===== src/rtl/mac_pkg.sv =====
package mac_pkg;

  typedef enum logic [2:0] {
    OP_NONE  = 3'd0,
    OP_DMULS = 3'd1,
    OP_DMULU = 3'd2,
    OP_MULL  = 3'd3,
    OP_MULSW = 3'd4,
    OP_MULUW = 3'd5,
    OP_MACL  = 3'd6,
    OP_MACW  = 3'd7
  } macOp_e;

  typedef struct packed {
    logic   load;    // capture operands this edge
    logic   commit;  // write results this edge
    macOp_e op;      // decoded form, valid with load
  } macStrobe_t;

  function automatic macOp_e decodeOp(input logic [15:0] w);
    case ({w[15:12], w[3:0]})
      8'h3D:   decodeOp = OP_DMULS;
      8'h35:   decodeOp = OP_DMULU;
      8'h07:   decodeOp = OP_MULL;
      8'h2F:   decodeOp = OP_MULSW;
      8'h2E:   decodeOp = OP_MULUW;
      8'h0F:   decodeOp = OP_MACL;
      8'h4F:   decodeOp = OP_MACW;
      default: decodeOp = OP_NONE;
    endcase
  endfunction

  function automatic logic isShort(input macOp_e op);
    isShort = (op == OP_MULSW) || (op == OP_MULUW);
  endfunction

endpackage


===== src/rtl/mac_ctrl.sv =====
module mac_ctrl
  import mac_pkg::*;
#(
  parameter int LONG_LAT  = 3,
  parameter int SHORT_LAT = 2
) (
  input  logic       clk,
  input  logic       rstN,
  input  logic       instrValid,
  input  logic [15:0] instrWord,
  output macStrobe_t stb,
  output logic       busy,
  output logic       done,
  output logic       illegalOp
);
  localparam int MAX_LAT = (LONG_LAT > SHORT_LAT) ? LONG_LAT : SHORT_LAT;
  localparam int CW      = $clog2(MAX_LAT + 1);

  logic [CW-1:0] cnt;
  macOp_e        decOp;
  logic          req;

  assign decOp = decodeOp(instrWord);
  assign req   = instrValid && !busy;

  always_comb begin
    stb.op     = decOp;
    stb.load   = req && (decOp != OP_NONE);
    stb.commit = busy && (cnt == '0);
  end

  always_ff @(posedge clk) begin
    if (!rstN) begin
      busy      <= 1'b0;
      done      <= 1'b0;
      illegalOp <= 1'b0;
      cnt       <= '0;
    end else begin
      done      <= stb.commit;
      illegalOp <= req && (decOp == OP_NONE);
      if (stb.commit) begin
        busy <= 1'b0;
      end else if (busy) begin
        cnt <= cnt - 1'b1;
      end else if (stb.load) begin
        busy <= 1'b1;
        cnt  <= isShort(decOp) ? CW'(SHORT_LAT - 1) : CW'(LONG_LAT - 1);
      end
    end
  end

  // done lasts one cycle and marks the end of busy
  p_done_pulse_r8: assert property (@(posedge clk) disable iff (!rstN)
    done |=> !done);
  p_done_ends_busy_r8: assert property (@(posedge clk) disable iff (!rstN)
    done |-> ($past(busy) && !busy));
  // the flag only follows an idle request and never starts work
  p_illegal_idle_r10: assert property (@(posedge clk) disable iff (!rstN)
    illegalOp |-> (!busy && !$past(busy)));
  // no new load while an instruction is in flight
  p_no_load_busy_r9: assert property (@(posedge clk) disable iff (!rstN)
    busy |-> !stb.load);

endmodule


===== src/rtl/mac_datapath.sv =====
module mac_datapath
  import mac_pkg::*;
#(
  parameter int DW = 32
) (
  input  logic          clk,
  input  logic          rstN,
  input  macStrobe_t    stb,
  input  logic [DW-1:0] rnVal,
  input  logic [DW-1:0] rmVal,
  input  logic [DW-1:0] memNVal,
  input  logic [DW-1:0] memMVal,
  output logic [DW-1:0] machOut,
  output logic [DW-1:0] maclOut,
  output logic [DW-1:0] rnPtrOut,
  output logic [DW-1:0] rmPtrOut
);
  localparam int AW = 2 * DW;
  localparam int HW = DW / 2;

  macOp_e        opQ;
  logic [DW-1:0] aQ, bQ, rnQ, rmQ;
  logic [AW-1:0] extA, extB, prod, accSum;
  logic [DW-1:0] ptrInc;
  logic          sgn, narrow;

  always_ff @(posedge clk) begin
    if (!rstN) begin
      opQ <= OP_NONE;
      aQ  <= '0;
      bQ  <= '0;
      rnQ <= '0;
      rmQ <= '0;
    end else if (stb.load) begin
      opQ <= stb.op;
      rnQ <= rnVal;
      rmQ <= rmVal;
      if (stb.op == OP_MACL || stb.op == OP_MACW) begin
        aQ <= memNVal;
        bQ <= memMVal;
      end else begin
        aQ <= rnVal;
        bQ <= rmVal;
      end
    end
  end

  always_comb begin
    sgn    = (opQ != OP_DMULU) && (opQ != OP_MULUW);
    narrow = (opQ == OP_MULSW) || (opQ == OP_MULUW) || (opQ == OP_MACW);
    if (narrow) begin
      extA = {{(AW-HW){sgn & aQ[HW-1]}}, aQ[HW-1:0]};
      extB = {{(AW-HW){sgn & bQ[HW-1]}}, bQ[HW-1:0]};
    end else begin
      extA = {{(AW-DW){sgn & aQ[DW-1]}}, aQ};
      extB = {{(AW-DW){sgn & bQ[DW-1]}}, bQ};
    end
    prod   = extA * extB;
    accSum = {machOut, maclOut} + prod;
    case (opQ)
      OP_MACL: ptrInc = DW'(4);
      OP_MACW: ptrInc = DW'(2);
      default: ptrInc = '0;
    endcase
  end

  always_ff @(posedge clk) begin
    if (!rstN) begin
      machOut  <= '0;
      maclOut  <= '0;
      rnPtrOut <= '0;
      rmPtrOut <= '0;
    end else if (stb.commit) begin
      rnPtrOut <= rnQ + ptrInc;
      rmPtrOut <= rmQ + ptrInc;
      case (opQ)
        OP_DMULS, OP_DMULU: {machOut, maclOut} <= prod;
        OP_MACL, OP_MACW:   {machOut, maclOut} <= accSum;
        OP_MULL, OP_MULSW, OP_MULUW: maclOut <= prod[DW-1:0];
        default: ;
      endcase
    end
  end

  // low-word-only forms keep the high word
  p_mach_kept_r5: assert property (@(posedge clk) disable iff (!rstN)
    (stb.commit && (opQ == OP_MULL || opQ == OP_MULSW || opQ == OP_MULUW))
      |=> $stable(machOut));
  // results move only on a commit
  p_hold_no_commit_r8: assert property (@(posedge clk) disable iff (!rstN)
    !stb.commit |=> ($stable(machOut) && $stable(maclOut) && $stable(rnPtrOut)));
  // captured form is never the empty code after a load
  p_load_legal_r1: assert property (@(posedge clk) disable iff (!rstN)
    stb.load |=> (opQ != OP_NONE));

endmodule


===== src/rtl/mac_unit.sv =====
module mac_unit
  import mac_pkg::*;
#(
  parameter int LONG_LAT  = 3,
  parameter int SHORT_LAT = 2
) (
  input  logic        clk,
  input  logic        rstN,
  input  logic        instrValid,
  input  logic [15:0] instrWord,
  input  logic [31:0] rnVal,
  input  logic [31:0] rmVal,
  input  logic [31:0] memNVal,
  input  logic [31:0] memMVal,
  output logic        busy,
  output logic        done,
  output logic        illegalOp,
  output logic [31:0] machOut,
  output logic [31:0] maclOut,
  output logic [31:0] rnPtrOut,
  output logic [31:0] rmPtrOut
);
  macStrobe_t stb;

  mac_ctrl #(.LONG_LAT(LONG_LAT), .SHORT_LAT(SHORT_LAT)) u_ctrl (
    .clk(clk), .rstN(rstN), .instrValid(instrValid), .instrWord(instrWord),
    .stb(stb), .busy(busy), .done(done), .illegalOp(illegalOp));

  mac_datapath #(.DW(32)) u_dp (
    .clk(clk), .rstN(rstN), .stb(stb),
    .rnVal(rnVal), .rmVal(rmVal), .memNVal(memNVal), .memMVal(memMVal),
    .machOut(machOut), .maclOut(maclOut), .rnPtrOut(rnPtrOut), .rmPtrOut(rmPtrOut));

endmodule


===== config.mk =====
export PLATFORM = sky130hd
export DESIGN_NAME = mac_unit
export DESIGN_NICKNAME = d
export VERILOG_FILES = /design/src/rtl/mac_pkg.sv /design/src/rtl/mac_ctrl.sv /design/src/rtl/mac_datapath.sv /design/src/rtl/mac_unit.sv
export SDC_FILE = /design/constraint.sdc
export NUM_CORES = 2
export LEC_CHECK = 0
export ABC_AREA = 1
export BUFFER_PORTS_ARGS = -buffer_cell sky130_fd_sc_hd__buf_4
export CORE_MARGIN = 5
export CORE_UTILIZATION = 35
export CTS_CLUSTER_SIZE = 25
export DETAILED_ROUTE_END_ITERATION = 10
export GPL_TIMING_DRIVEN = 0
export PLACE_DENSITY_LB_ADDON = 0.3
export RECOVER_POWER = 25
export SYNTH_ARGS = -nofsm -noshare
export SYNTH_HDL_FRONTEND = slang
export SYNTH_HIERARCHICAL = 1
export SYNTH_SLANG_ARGS = --single-unit

===== constraint.sdc =====
create_clock -name clk -period 25.2 [get_ports clk]
set_input_delay 3.78 -clock clk [delete_from_list [all_inputs] [get_ports clk]]
set_output_delay 3.78 -clock clk [all_outputs]
set_load 0.03 [all_outputs]

==> metrics <==
antenna viol nets, final=0; outcome=complete, but fails checks; Seq/Total Area, Yosys=8.12%; Syn Nets=10200; Power, Total=0.00115 W; Via density=5.03; RSZ-0062 raised after global routing=false; Sw Share=30.4%; Main synth FF type=dfxtp_1; DIE HEIGHT=441 um; HPWL after detailed placement=232 mm; die area=0.195 mm2; Synth Cell Area=0.0651 mm2; Mean Syn Cell Area=7.90 um2; fin crit period=14390 ps; Gate power share=15.1%; largest family of logic cells by synthesized area=adder cells; post-synthesis xor/xnor area fraction=1.71%; compound-gate portion of the synthesized area=6.75%; critical path peak fanout=10; vias in the first global route=57800; layout net count=10500; num ports=278; failing checks=max-capacitance violations, max-slew violations; crit-path max cell delay=920 ps; largest net degree at the start of global routing=23; Filler Cell Count=19600; Clock Tree Root=clkbuf_16; P_leak=37.3 nW; final instance area=0.0714 mm2; Core Area=0.185 mm2; global route overflow=0; clk_lat worst skew=580 ps; Final period util=57.1%; gpl congestion=1.02; worst vdd ir=70.8 uV; H-tree lvl count=2; Total Wirelength=263 mm; CP endpoint kind=flip-flop; Die X=441 um; TNS Setup=0 ps; Cell Int Power=0.000798 W; Clock Sinks=264; share of the synthesized area in the top cell type=44.4%; deepest clock path buffer count=3; Commonest cells post-synth=2163 x inv_1, 1444 x fa_1, 1339 x nand2_1, 955 x nor2_1, 364 x ha_1; CTS Hold Bufs=0; Iteration-0 DRC Markers=5092; hold path depth=2; CTS tree=yes; critical path startpoint category=flip-flop; Post-DP Area=0.0703 mm2; count leader, synth=inv_1; Area contributors post-synth=fa_1 44%, inv_1 12%, dfxtp_1 8.1%; share of post-route cells with drive strength above 1=4.78%; FFs w/ async S/R, synth=0%; Slew Viols, Final=4; Synth warnings=6; kind of critical path=reg -> reg; Post-Synth Adder-Cell Area=51.4%; vias post-DR=55600; Final Hold Fails=0; first-pass GRT wire length=384 mm; Yosys cell types=56; Clock Skew=14.8 ps; simple-gate share of the synthesized area=17.5%; Max-slew headroom=-1.20%; proportion of synthesized area in mux cells=0%; Hold Crit Class=reg -> reg; row count=158; initial core utilization=35.1%; post-CTS resize count=0; power density cells=16.0 mW/mm2; Post-Syn Instances=8242; Worst-Margin Slew=1500 ps; Worst Path Arrival=14860 ps; Clock transition at path regs=60 ps; sw power=0.000348 W; Post-synth EDFFs=0; Max Cap Viol=1; Port Buffers=269; FMAX=69.5 MHz; Synth Register Bits=264; Synth area leader=fa_1; worst hold margin=483 ps; part of the power in registers=37.2%; Critical Path RT=25670 ps; First-pass DRT Iterations=6; DRC Markers=0; CTS buffer count=34; Setup-failing EPs final=0; Setup Fix Bufs, Post-CTS=0; Tot GR Track Use=27.0%; r2r worst-path depth=49; critical path's slowest cell=clkinv_1; initial antenna violation count=4; area added between synthesis and finish=9.70%; routed len/inst=23.7 um; clock share of power=47.7%
## layer usage
| metal | wire, um | track usage, % | share of wire (%) |
|---|---|---|---|
| met1 | 109000 | 36.3 | 42 |
| met2 | 115000 | 41.9 | 44 |
| met3 | 24200 | 5.95 | 9.2 |
| met4 | 13800 | 11.5 | 5.3 |
| met5 | 100 | 0.273 | 0.038 |
## metrics by stage
stage,utilization (%),worst slack [ps],cells
final,38.5,10810,11100
after global routing,38.5,10640,11100
after CTS,38.6,11140,11100
after detailed placement,38.0,11150,11000
after global placement,37.9,11160,11000
after floorplan,-,14830,8242
## power groups by stage
stage	Sequential, W	Clock (W)	Combinational [W]
finish	0.000426	0.000546	0.000173
global route	0.000426	0.000574	0.000182
CTS	0.000426	0.000559	0.000170
detailed placement	0.000435	0	0.000168
global placement	0.000435	0	0.000167
floorplan	0.000435	0	0.0000779
## cell type report
cell class,count,area (um2),area share (%)
Antenna cell,4,10.0,0.0140
Buffer,300,1140,1.60
Clock buffer,44,968,1.36
Clock inverter,17,267,0.373
Inverter,2209,8290,11.6
Multi-Input combinational cell,5469,50400,70.5
Sequential cell,264,5290,7.40
Tap cell,2480,3100,4.35
Timing Repair Buffer,277,1960,2.74
## critical path: cells and delay by family (launching register included)
kind                     cells  cell delay [ps]
adder cells (fa/ha/maj)     12             6000
AND/OR/NAND/NOR             15             2570
buffers and inverters       14             2540
AO/OA/AOI/OAI                7             2320
flip-flops                   1              420
XOR/XNOR                     1              350
## flip-flops by register name, summed over array words and instances (netlist names), 2 cells and up
| register | flops |
|---|---|
| u_dp/maclOut | 32 |
| u_dp/bQ | 32 |
| u_dp/opQ | 3 |
| u_dp/rmPtrOut | 32 |
| u_dp/aQ | 32 |
| u_dp/rnPtrOut | 32 |
| u_dp/rmQ | 32 |
| u_dp/rnQ | 32 |
| u_ctrl/cnt | 2 |
| u_dp/machOut | 32 |
## logic make-up (layout without fill, tap and decap cells)
family	count (synthesis)	count (layout)
buffers and inverters	2509	2847
xor gates and xnor gates	127	127
AOI/OAI and AO/OA	762	762
other	0	4
DFF	264	264
adders and majority gates	1808	1808
and+or+nand+nor	2772	2772
## worst paths after layout
check | from | end | slack (ps)
setup / recovery | u_dp/opQ[1]$_SDFFE_PN0P_ | u_dp/machOut[18]$_SDFFE_PN0P_ | 10810
hold / removal | u_dp/rmQ[31]$_SDFFE_PN0P_ | u_dp/rmQ[31]$_SDFFE_PN0P_ | 480
setup reg to reg | u_dp/opQ[1]$_SDFFE_PN0P_ | u_dp/machOut[18]$_SDFFE_PN0P_ | 10810
hold reg to reg | u_dp/rmQ[31]$_SDFFE_PN0P_ | u_dp/rmQ[31]$_SDFFE_PN0P_ | 480
## placed cells by master, fill, tap and decap left out, types with 13 or more instances in the layout
master | Yosys | layout
ha_1 | 364 | 364
and2_1 | 14 | 14
nand4_1 | 33 | 33
nand3b_1 | 21 | 21
o21a_1 | 17 | 17
nand3_1 | 271 | 271
o21ai_1 | 16 | 13
buf_4 | 0 | 222
xor2_1 | 87 | 87
nor4_1 | 16 | 16
nor2_1 | 955 | 953
or2_2 | 31 | 31
clkinv_1 | 26 | 26
o21ai_0 | 282 | 282
inv_2 | 20 | 19
nor3_1 | 33 | 33
a21oi_1 | 238 | 238
o211ai_1 | 105 | 105
nand2_2 | 15 | 15
a31oi_1 | 28 | 28
inv_1 | 2163 | 2164
nand2_1 | 1339 | 1339
clkbuf_16 | 0 | 34
xnor2_1 | 40 | 40
a21o_1 | 17 | 17
o21bai_1 | 20 | 21
fa_1 | 1444 | 1444
dfxtp_1 | 264 | 264
buf_1 | 32 | 32
clkbuf_1 | 259 | 309
No activity file was read; power rests on OpenSTA's default activity.
